**src/rtl/acc_ctrl_pkg.sv**
```systemverilog
package acc_ctrl_pkg;

    localparam int OPC_W   = 2;
    localparam int STATE_W = 4;

    typedef enum logic [STATE_W-1:0] {
        ST_RES, ST_IF0, ST_IF1, ST_IF2, ST_OD,
        ST_LD0, ST_LD1, ST_LD2,
        ST_AD0, ST_AD1, ST_AD2,
        ST_ST0, ST_ST1, ST_BR0
    } state_e;

    typedef enum logic [OPC_W-1:0] {
        OP_LOAD  = 2'b00,
        OP_STORE = 2'b01,
        OP_ADD   = 2'b10,
        OP_BRNEG = 2'b11
    } opc_e;

    typedef struct packed {
        logic pc_clr;
        logic pc_inc;
        logic pc_to_abus;
        logic ir_to_abus;
        logic abus_to_mar;
        logic abus_to_pc;
        logic mar_to_maddr;
        logic mdata_to_mbr;
        logic mbr_to_mdata;
        logic mbr_to_mbus;
        logic mbus_to_ir;
        logic mbus_to_alub;
        logic alu_add;
        logic alu_pass_b;
        logic rbus_to_ac;
        logic rbus_to_mbr;
        logic mem_rd_nwr;
        logic mem_req;
    } uop_t;

    function automatic uop_t add_fetch_start(uop_t u);
        uop_t r = u;
        r.pc_to_abus  = 1'b1;
        r.abus_to_mar = 1'b1;
        r.pc_inc      = 1'b1;
        return r;
    endfunction

    function automatic uop_t add_read_wait(uop_t u, logic wait_hi);
        uop_t r = u;
        r.mar_to_maddr = 1'b1;
        r.mem_rd_nwr   = 1'b1;
        r.mem_req      = wait_hi;
        r.mdata_to_mbr = ~wait_hi;
        return r;
    endfunction

endpackage

```
**src/rtl/acc_sync_chain.sv**
```systemverilog
module acc_sync_chain #(
    parameter int STAGES = 2
) (
    input  logic clk,
    input  logic d_async,
    output logic q_sync
);
    localparam int TOP = STAGES - 1;

    logic [TOP:0] chain_q;

    generate
        if (STAGES == 1) begin : g_single
            always_ff @(posedge clk) chain_q <= d_async;
        end else begin : g_multi
            always_ff @(posedge clk) chain_q <= {chain_q[TOP-1:0], d_async};
        end
    endgenerate

    assign q_sync = chain_q[TOP];
endmodule

```
**src/rtl/acc_ctrl_next.sv**
```systemverilog
module acc_ctrl_next
    import acc_ctrl_pkg::*;
(
    input  state_e           state,
    input  logic             rst_sync,
    input  logic             wait_sync,
    input  logic [OPC_W-1:0] opcode,
    output state_e           state_nx
);
    always_comb begin
        state_nx = state;
        if (rst_sync) begin
            state_nx = ST_RES;
        end else begin
            unique case (state)
                ST_RES: state_nx = ST_IF0;
                ST_IF0: state_nx = wait_sync ? ST_IF1 : ST_IF0;
                ST_IF1: state_nx = wait_sync ? ST_IF1 : ST_IF2;
                ST_IF2: state_nx = wait_sync ? ST_OD  : ST_IF2;
                ST_OD: begin
                    unique case (opc_e'(opcode))
                        OP_LOAD:  state_nx = ST_LD0;
                        OP_STORE: state_nx = ST_ST0;
                        OP_ADD:   state_nx = ST_AD0;
                        OP_BRNEG: state_nx = ST_BR0;
                    endcase
                end
                ST_LD0: state_nx = ST_LD1;
                ST_LD1: state_nx = wait_sync ? ST_LD1 : ST_LD2;
                ST_LD2: state_nx = ST_IF0;
                ST_AD0: state_nx = ST_AD1;
                ST_AD1: state_nx = wait_sync ? ST_AD1 : ST_AD2;
                ST_AD2: state_nx = ST_IF0;
                ST_ST0: state_nx = ST_ST1;
                ST_ST1: state_nx = wait_sync ? ST_ST1 : ST_IF0;
                ST_BR0: state_nx = ST_IF0;
                default: state_nx = ST_RES;
            endcase
        end
    end
endmodule

```
**src/rtl/acc_ctrl_uop.sv**
```systemverilog
module acc_ctrl_uop
    import acc_ctrl_pkg::*;
(
    input  state_e           state,
    input  logic             rst_sync,
    input  logic             wait_sync,
    input  logic [OPC_W-1:0] opcode,
    input  logic             acc_sign,
    output uop_t             uop
);
    always_comb begin
        uop            = '0;
        uop.mem_rd_nwr = 1'b1;
        if (rst_sync) begin
            uop.pc_clr = 1'b1;
        end else begin
            unique case (state)
                ST_RES: uop = add_fetch_start(uop);
                ST_IF0: begin
                    if (wait_sync) begin
                        uop.mar_to_maddr = 1'b1;
                        uop.mem_req      = 1'b1;
                    end
                end
                ST_IF1, ST_LD1, ST_AD1: uop = add_read_wait(uop, wait_sync);
                ST_IF2: begin
                    if (wait_sync) begin
                        uop.mbr_to_mbus = 1'b1;
                        uop.mbus_to_ir  = 1'b1;
                    end
                end
                ST_OD: begin
                    unique case (opc_e'(opcode))
                        OP_LOAD, OP_ADD: begin
                            uop.ir_to_abus  = 1'b1;
                            uop.abus_to_mar = 1'b1;
                        end
                        OP_STORE: begin
                            uop.ir_to_abus  = 1'b1;
                            uop.abus_to_mar = 1'b1;
                            uop.rbus_to_mbr = 1'b1;
                        end
                        OP_BRNEG: begin
                            uop.ir_to_abus = acc_sign;
                            uop.abus_to_pc = acc_sign;
                        end
                    endcase
                end
                ST_LD0, ST_AD0: begin
                    uop.mar_to_maddr = 1'b1;
                    uop.mem_req      = 1'b1;
                end
                ST_LD2, ST_AD2: begin
                    uop              = add_fetch_start(uop);
                    uop.mbr_to_mbus  = 1'b1;
                    uop.mbus_to_alub = 1'b1;
                    uop.rbus_to_ac   = 1'b1;
                    uop.alu_pass_b   = (state == ST_LD2);
                    uop.alu_add      = (state == ST_AD2);
                end
                ST_ST0, ST_ST1: begin
                    uop.mar_to_maddr = 1'b1;
                    uop.mbr_to_mdata = 1'b1;
                    uop.mem_rd_nwr   = 1'b0;
                    uop.mem_req      = (state == ST_ST0) || wait_sync;
                    if (state == ST_ST1 && !wait_sync) begin
                        uop = add_fetch_start(uop);
                    end
                end
                ST_BR0: uop = add_fetch_start(uop);
                default: uop.pc_clr = 1'b0;
            endcase
        end
    end
endmodule

```
**src/rtl/acc_seq_ctrl.sv**
```systemverilog
module acc_seq_ctrl
    import acc_ctrl_pkg::*;
#(
    parameter int SYNC_STAGES = 2
) (
    input  logic             clk,
    input  logic             ext_reset,
    input  logic             mem_wait,
    input  logic [OPC_W-1:0] ir_opcode,
    input  logic             acc_sign,
    output logic             pc_clr,
    output logic             pc_inc,
    output logic             pc_to_abus,
    output logic             ir_to_abus,
    output logic             abus_to_mar,
    output logic             abus_to_pc,
    output logic             mar_to_maddr,
    output logic             mdata_to_mbr,
    output logic             mbr_to_mdata,
    output logic             mbr_to_mbus,
    output logic             mbus_to_ir,
    output logic             mbus_to_alub,
    output logic             alu_add,
    output logic             alu_pass_b,
    output logic             rbus_to_ac,
    output logic             rbus_to_mbr,
    output logic             mem_rd_nwr,
    output logic             mem_req
);
    logic   rst_sync;
    logic   wait_sync;
    state_e state_q;
    state_e state_nx;
    uop_t   uop;

    acc_sync_chain #(.STAGES(SYNC_STAGES)) u_rst_sync (
        .clk(clk), .d_async(ext_reset), .q_sync(rst_sync)
    );
    acc_sync_chain #(.STAGES(SYNC_STAGES)) u_wait_sync (
        .clk(clk), .d_async(mem_wait), .q_sync(wait_sync)
    );

    acc_ctrl_next u_next (
        .state(state_q), .rst_sync(rst_sync), .wait_sync(wait_sync),
        .opcode(ir_opcode), .state_nx(state_nx)
    );

    acc_ctrl_uop u_uop (
        .state(state_q), .rst_sync(rst_sync), .wait_sync(wait_sync),
        .opcode(ir_opcode), .acc_sign(acc_sign), .uop(uop)
    );

    // State register
    always_ff @(posedge clk) begin
        state_q <= state_nx;
    end

    assign pc_clr       = uop.pc_clr;
    assign pc_inc       = uop.pc_inc;
    assign pc_to_abus   = uop.pc_to_abus;
    assign ir_to_abus   = uop.ir_to_abus;
    assign abus_to_mar  = uop.abus_to_mar;
    assign abus_to_pc   = uop.abus_to_pc;
    assign mar_to_maddr = uop.mar_to_maddr;
    assign mdata_to_mbr = uop.mdata_to_mbr;
    assign mbr_to_mdata = uop.mbr_to_mdata;
    assign mbr_to_mbus  = uop.mbr_to_mbus;
    assign mbus_to_ir   = uop.mbus_to_ir;
    assign mbus_to_alub = uop.mbus_to_alub;
    assign alu_add      = uop.alu_add;
    assign alu_pass_b   = uop.alu_pass_b;
    assign rbus_to_ac   = uop.rbus_to_ac;
    assign rbus_to_mbr  = uop.rbus_to_mbr;
    assign mem_rd_nwr   = uop.mem_rd_nwr;
    assign mem_req      = uop.mem_req;

    // Checks guarding the state register and handshake
    logic rst_seen_q = 1'b0;
    always_ff @(posedge clk) begin
        rst_seen_q <= rst_sync;
        if (rst_seen_q) begin
            assert_reset_state_R1: assert (state_q == ST_RES)
                else $error("state not RES after synchronized reset");
        end
    end

    assert_abus_single_R2: assert property (@(posedge clk) disable iff (rst_sync)
        $onehot0({pc_to_abus, ir_to_abus}));

    assert_req_start_R3: assert property (@(posedge clk) disable iff (rst_sync)
        $rose(mem_req) |-> wait_sync);

    assert_req_drop_R4: assert property (@(posedge clk) disable iff (rst_sync)
        $fell(mem_req) |-> !wait_sync);

    assert_write_dir_R8: assert property (@(posedge clk) disable iff (rst_sync)
        mbr_to_mdata |-> !mem_rd_nwr);

    assert_branch_refetch_R9: assert property (@(posedge clk) disable iff (rst_sync)
        abus_to_pc |=> (pc_to_abus && abus_to_mar && pc_inc));
endmodule

```
**config.mk**
```make
export PLATFORM = sky130hd
export DESIGN_NAME = acc_seq_ctrl
export DESIGN_NICKNAME = d
export VERILOG_FILES = /design/src/rtl/acc_ctrl_pkg.sv /design/src/rtl/acc_sync_chain.sv /design/src/rtl/acc_ctrl_next.sv /design/src/rtl/acc_ctrl_uop.sv /design/src/rtl/acc_seq_ctrl.sv
export SDC_FILE = /design/constraint.sdc
export NUM_CORES = 1
export LEC_CHECK = 0
export ABC_AREA = 1
export CORE_ASPECT_RATIO = 0.7
export CORE_UTILIZATION = 36
export CTS_BUF_LIST = sky130_fd_sc_hd__clkbuf_16
export DETAILED_ROUTE_END_ITERATION = 8
export DONT_BUFFER_PORTS = 1
export SLEW_MARGIN = 20
export SYNTH_ARGS = -nofsm -noshare
export SYNTH_HDL_FRONTEND = slang
export SYNTH_HIERARCHICAL = 1
export SYNTH_SLANG_ARGS = --single-unit
export TNS_END_PERCENT = 10
```
**constraint.sdc**
```tcl
create_clock -name clk -period 1.3 [get_ports clk]
set_input_delay 0.065 -clock clk [delete_from_list [all_inputs] [get_ports clk]]
set_output_delay 0.065 -clock clk [all_outputs]
set_load 0.05 [all_outputs]
```
==> results of run 1 <==
[sequential cells by signal, summed over array words and instances (netlist names)]
signal and cells:
state_q 4, u_rst_sync/chain_q 2, u_wait_sync/chain_q 2
[final timing paths]
path / from / end / slack (ns) / cells after the start
setup / recovery: state_q[0] / pc_inc / -0.19 / 8
hold / removal: ir_opcode[1] / state_q[3] / 0.27 / 5
setup reg to reg: state_q[1] / state_q[0] / 0.12 / 6
hold reg to reg: u_rst_sync/chain_q[0] / u_rst_sync/chain_q[1] / 0.33 / 0
[synth_stat cells (all sizes together)]
cell | count | area (um^2)
nor3 | 4 | 25.0
and2 | 2 | 15.0
nand3 | 23 | 115
ha | 3 | 37.5
inv | 22 | 82.6
buf | 5 | 38.8
a21oi | 4 | 20.0
nand4 | 2 | 12.5
nand2 | 33 | 126
nor2 | 26 | 120
nor3b | 1 | 12.5
dfxtp | 8 | 160
o21ai | 3 | 15.0
[worst reg2reg max path, delay by kind of cell, from the launching register on]
| kind | cells | cell delay (ns) |
|---|---|---|
| buffers and inverters | 2 | 0.25 |
| AND/OR/NAND/NOR | 3 | 0.26 |
| flip-flops | 1 | 0.41 |
| AO/OA/AOI/OAI | 1 | 0.15 |
[power by group]
part	switching, mW	internal [mW]	leakage (nW)
registers	0.0310	0.260	0.0693
clock network	0.113	0.400	0.0423
logic	0.237	0.157	0.551
total	0.381	0.817	0.662
[final cells by class]
class                           instances  area (um^2)  area share (%)
Sequential cell                         8          176            12.5
Inverter                               22         95.1            6.75
Clock buffer                            3         75.1            5.33
Tap cell                               22         27.5            1.95
Timing Repair Buffer                   30          373            26.5
Multi-Input combinational cell        101          658            46.7
Clock inverter                          1         3.75           0.266
[per-stage QoR]
step | area [um^2] | setup WS, ns | utilization (%)
final | 1410 | -0.191 | 72.2
after global routing | 1410 | -0.265 | 72.2
after global placement | 1190 | -0.00336 | 61.1
after detailed placement | 1190 | -0.0209 | 61.1
after CTS | 1340 | -0.169 | 68.5
after floorplan | 888 | -0.154 | -
[repair_timing]
action / CTS / global route
pin swaps: 1 / 8
endpoints found under the hold margin: 2 / 0
gates resized for setup: 11 / 22
setup endpoints to repair: 15 / 18
setup buffers: 0 / 0
hold buffers: 2 / 0
[routing by layer]
| metal | track usage, % | up-vias | wire, um |
|---|---|---|---|
| li1 | - | 483 | - |
| met1 | 27.3 | 423 | 1090 |
| met2 | 30.2 | 36 | 975 |
| met3 | 4.10 | 0 | 127 |
| met4 | 3.57 | 0 | 0 |
| met5 | 0 | - | 0 |
[cells by family (layout without fill, tap and decap cells)]
group	after synthesis	count (layout)	share of synthesized area (%)
AOI/OAI and AO/OA	7	7	4.49
buffers and inverters	27	56	15.5
DFF	8	8	20.5
and+or+nand+nor	91	91	54.6
adders and majority gates	3	3	4.81
==> results.cfg, run 1 <==
[setup_path]
slowest_delay_ns = 0.39
crit_path_end_kind = output port
required_ns = 1.24
cp_top_family = simple AND/OR/NAND/NOR gates
slowest_stage = dfxtp_4
path_class = flop to output port
cp_max_fo = 5
crit_arrival_ns = 1.43
startpoint_type = flop
crit_chain = inv_4 -> nor2_4 -> nand2_1 -> and2_4 -> nand3_2 -> nand2_2 -> clkinvlp_4 -> buf_12
critPathBufInv = 3

[yosys]
synthesis.nets = 145
ys_types = 22
synth_warnings = 6
netlist_area_um2 = 781
ys_seq_area_share_pct = 20.5
synthCells = 136
synth_seq_cells = 8
avgSynthCellArea_um2 = 5.74

[cts]
cts_max_level = 1
numCtsBuffers = 3
cts.clk_slew.worst_paths_ns = 0.04
cts-root-buf = clkbuf_16
clock_latency_ns = 0.23
tritoncts = done
clock-sinks = 8
cts_max_path_buffers = 2

[timing]
maxSlewViolCount = 0
setup_viol = 14
clock_skew_ns = 0.00443
holdWs_ns = 0.274
period_needed_ns = 1.49
tns_ns = -1.82
timing.final.crit_share_pct = 115
slew_headroom_pct = 85.0
finalWorstSetupSlack_ns = -0.191
fmax_mhz = 670
finalHoldViolCount = 0
worst_pin_slew_ns = 0.225
rsz0062_at_grt = yes

[layout]
fillers = 145
instances_no_fill = 187
final_cell_mix = nand2_1 (25), nand3_1 (20), inv_1 (15), buf_4 (12), nor2_1 (12)
drive_above_1_share_pct = 47.9
diodes = 0
layout_commonest_cell = nand2_1
area_delta_synth_final_pct = 80.4
fin_nets = 175

[detailed_routing]
drc_errors = 3
viasPerCell = 5.04
drtIter0Drc = 49
wire_per_inst_um = 11.7
drtAntennaViolNets = 0
vias = 942
routed_wl_um = 2190
firstDrtPassIters = 6

[global_route]
antenna_found_initial = 0
grt_pass1_wl_um = 3360
grt_pass1_vias = 773
grt_usage_pct = 19.1
grt_max_degree = 12
grt-ovfl-total = 0

[run_status]
violations = DRC, setup timing
outcome = finished with violations

[floorplan]
die_w_um = 57.7
dieArea_um2 = 2360
die_h_um = 41.0
initial_core_util_pct = 40.0
io_pins = 24
row_count = 13
core-area_um2 = 1950

[pwr]
p_per_area_nw_per_um2 = 851
leakagePower_nw = 0.662
ir_drop_mv = 0.627
power.total_mw = 1.20

[placement]
dp_hpwl_um = 1610
dpl.cell_count = 181
port_buffers = 0
place.gp.congestion = 0.861

[run]
maxCapViolations = 0

[worst_hold_path]
hp-class = input pin to flop
(Power assumes the default switching activity.)
==> inputs of run 2 (changes only) <==
--- a/config.mk
+++ b/config.mk
@@ -11,6 +11,7 @@
 export CTS_BUF_LIST = sky130_fd_sc_hd__clkbuf_16
 export DETAILED_ROUTE_END_ITERATION = 8
 export DONT_BUFFER_PORTS = 1
+export PLACE_DENSITY = 0.52
 export SLEW_MARGIN = 20
 export SYNTH_ARGS = -nofsm -noshare
 export SYNTH_HDL_FRONTEND = slang
==> run 2 against run 1 <==
  * The flow still finishes with violations (DRC, setup timing)
  * Worst setup slack worse by 0.0032 ns
  * Worst hold slack worse by 0.029 ns
  * Wire length fell by 4.7%
  * Final area down 1.2%
  * Highest routed layer unchanged
==> results.cfg, run 2 (synthesized netlist as in run 1, its figures left out) <==
[run_status]
outcome = finished with violations
violations = DRC, setup timing

[layout]
drive_above_1_share_pct = 46.7
final_cell_mix = nand2_1 (25), nand3_1 (21), inv_1 (16), buf_4 (12), nor2_1 (11)
fillers = 159
layout_commonest_cell = nand2_1
area_delta_synth_final_pct = 78.2
reg.largest.list = state_q: 4 flops, u_rst_sync/chain_q: 2 flops, u_wait_sync/chain_q: 2 flops
stdcell_area_um2 = 1390
fin_nets = 175
largest_reg_flops = 4
diodes = 0
instances_no_fill = 187
regMostFlops = state_q

[setup_path]
crit_arrival_ns = 1.43
startpoint_type = flop
rr_endpoint = state_q[0]
r2r_start = state_q[0]
ff2ff_path_depth = 6
r2r_setup_slack_ns = 0.11
crit_path_end_kind = output port
path_class = flop to output port
required_ns = 1.24
cp_max_fo = 6

[detailed_routing]
drtIter0Drc = 26
vias = 910
drtAntennaViolNets = 0
drc_errors = 1
wire_per_inst_um = 11.2
routed_wl_um = 2090
viasPerCell = 4.87
firstDrtPassIters = 6

[cts]
cts.clk_slew.worst_paths_ns = 0.04
cts_max_level = 1
cts_max_path_buffers = 2
clock_latency_ns = 0.23
tritoncts = done
cts-root-buf = clkbuf_16
numCtsBuffers = 3
clock-sinks = 8

[pwr]
power.total_mw = 1.19
p_per_area_nw_per_um2 = 852
seqPwrFrac_pct = 24.1
p_sw_mw = 0.374
p_comb_share_pct = 32.4
leakagePower_nw = 0.646
switching_share_pct = 31.5
p_int_mw = 0.812
ir_drop_mv = 0.803
clockPowerShare_pct = 43.5

[timing]
finalHoldViolCount = 0
fmax_mhz = 669
holdWs_ns = 0.245
rsz0062_at_grt = yes
setup_viol = 16
maxSlewViolCount = 0
slew_headroom_pct = 78.6
finalWorstSetupSlack_ns = -0.195
clock_skew_ns = 0.00525
period_needed_ns = 1.49
timing.final.crit_share_pct = 115
worst_pin_slew_ns = 0.321

[global_route]
grt-ovfl-total = 0
grt_max_degree = 13
antenna_found_initial = 0
grt_pass1_vias = 775
grt_pass1_wl_um = 3440
grt_usage_pct = 19.8

[run]
maxCapViolations = 0

[floorplan]
die_h_um = 41.0
core-area_um2 = 1950
row_count = 13
dieArea_um2 = 2360
io_pins = 24
initial_core_util_pct = 40.0
die_w_um = 57.7

[placement]
place.gp.congestion = 0.962
place_area_um2 = 1180
port_buffers = 0
dpl.cell_count = 180
dp_hpwl_um = 1540
dpl_worst_slack_ns = -0.00959

[worst_hold_path]
hp-class = input pin to flop
min_from = ir_opcode[1]
hold_end = state_q[3]
hold_depth = 5
==> run 2: worst max path at each step <==
stage	startpoint	endpoint	slack, ns
floorplan	state_q[2]	pc_inc	-0.15
global placement	state_q[2]	rbus_to_mbr	-0.02
detailed placement	state_q[2]	rbus_to_mbr	-0.01
CTS	state_q[0]	pc_to_abus	-0.20
global route	state_q[2]	pc_inc	-0.27
finish	state_q[3]	mem_req	-0.19
==> run 2: critical path, cell delays in order, from the launching register on <==
cell     delay [ns]
dfxtp_4        0.37
nor2_2         0.15
buf_4          0.14
nand2_1        0.05
nand3_1        0.08
nand2_1        0.07
a21oi_2        0.18
buf_12         0.15
==> run 2: layer usage <==
layer	share of wire, %	GRT usage, %
met4	0	1.79
met1	49	27.2
met5	0	0
met2	43	32.3
met3	8.0	5.99
==> run 2: area by class of cell <==
type / count / area [um^2] / area share, %
multi-input cells: 101 / 637 / 45.8
repair buffers: 30 / 373 / 26.8
flip-flops and latches: 8 / 175 / 12.6
inverters: 22 / 100 / 7.19
clock buffers: 3 / 75.1 / 5.40
well taps: 22 / 27.5 / 1.98
clock inverters: 1 / 3.75 / 0.270
==> run 2: metrics by stage <==
stage	utilization (%)	setup TNS, ns
6_report	71.3	-2.00
2_1_floorplan	-	-0.803
5_1_grt	71.3	-3.17
4_1_cts	69.0	-2.30
3_3_place_gp	60.7	-0.0154
3_5_place_dp	60.7	-0.00959
==> run 2: power groups by stage <==
stage | sequential [mW] | clock, mW | combinational [mW]
after floorplan | 0.289 | 0 | 0.237
after global placement | 0.282 | 0 | 0.347
after detailed placement | 0.283 | 0 | 0.347
after CTS | 0.284 | 0.521 | 0.379
after global routing | 0.289 | 0.547 | 0.416
final | 0.286 | 0.516 | 0.384
==> run 2: what timing repair did <==
action	in CTS	in global routing
cloned	0	0
setup endpoints to repair	16	20
hold buffers	2	0
resized for setup	18	12
setup buffers	0	1
pin swaps	5	5
hold endpoints to repair	2	0
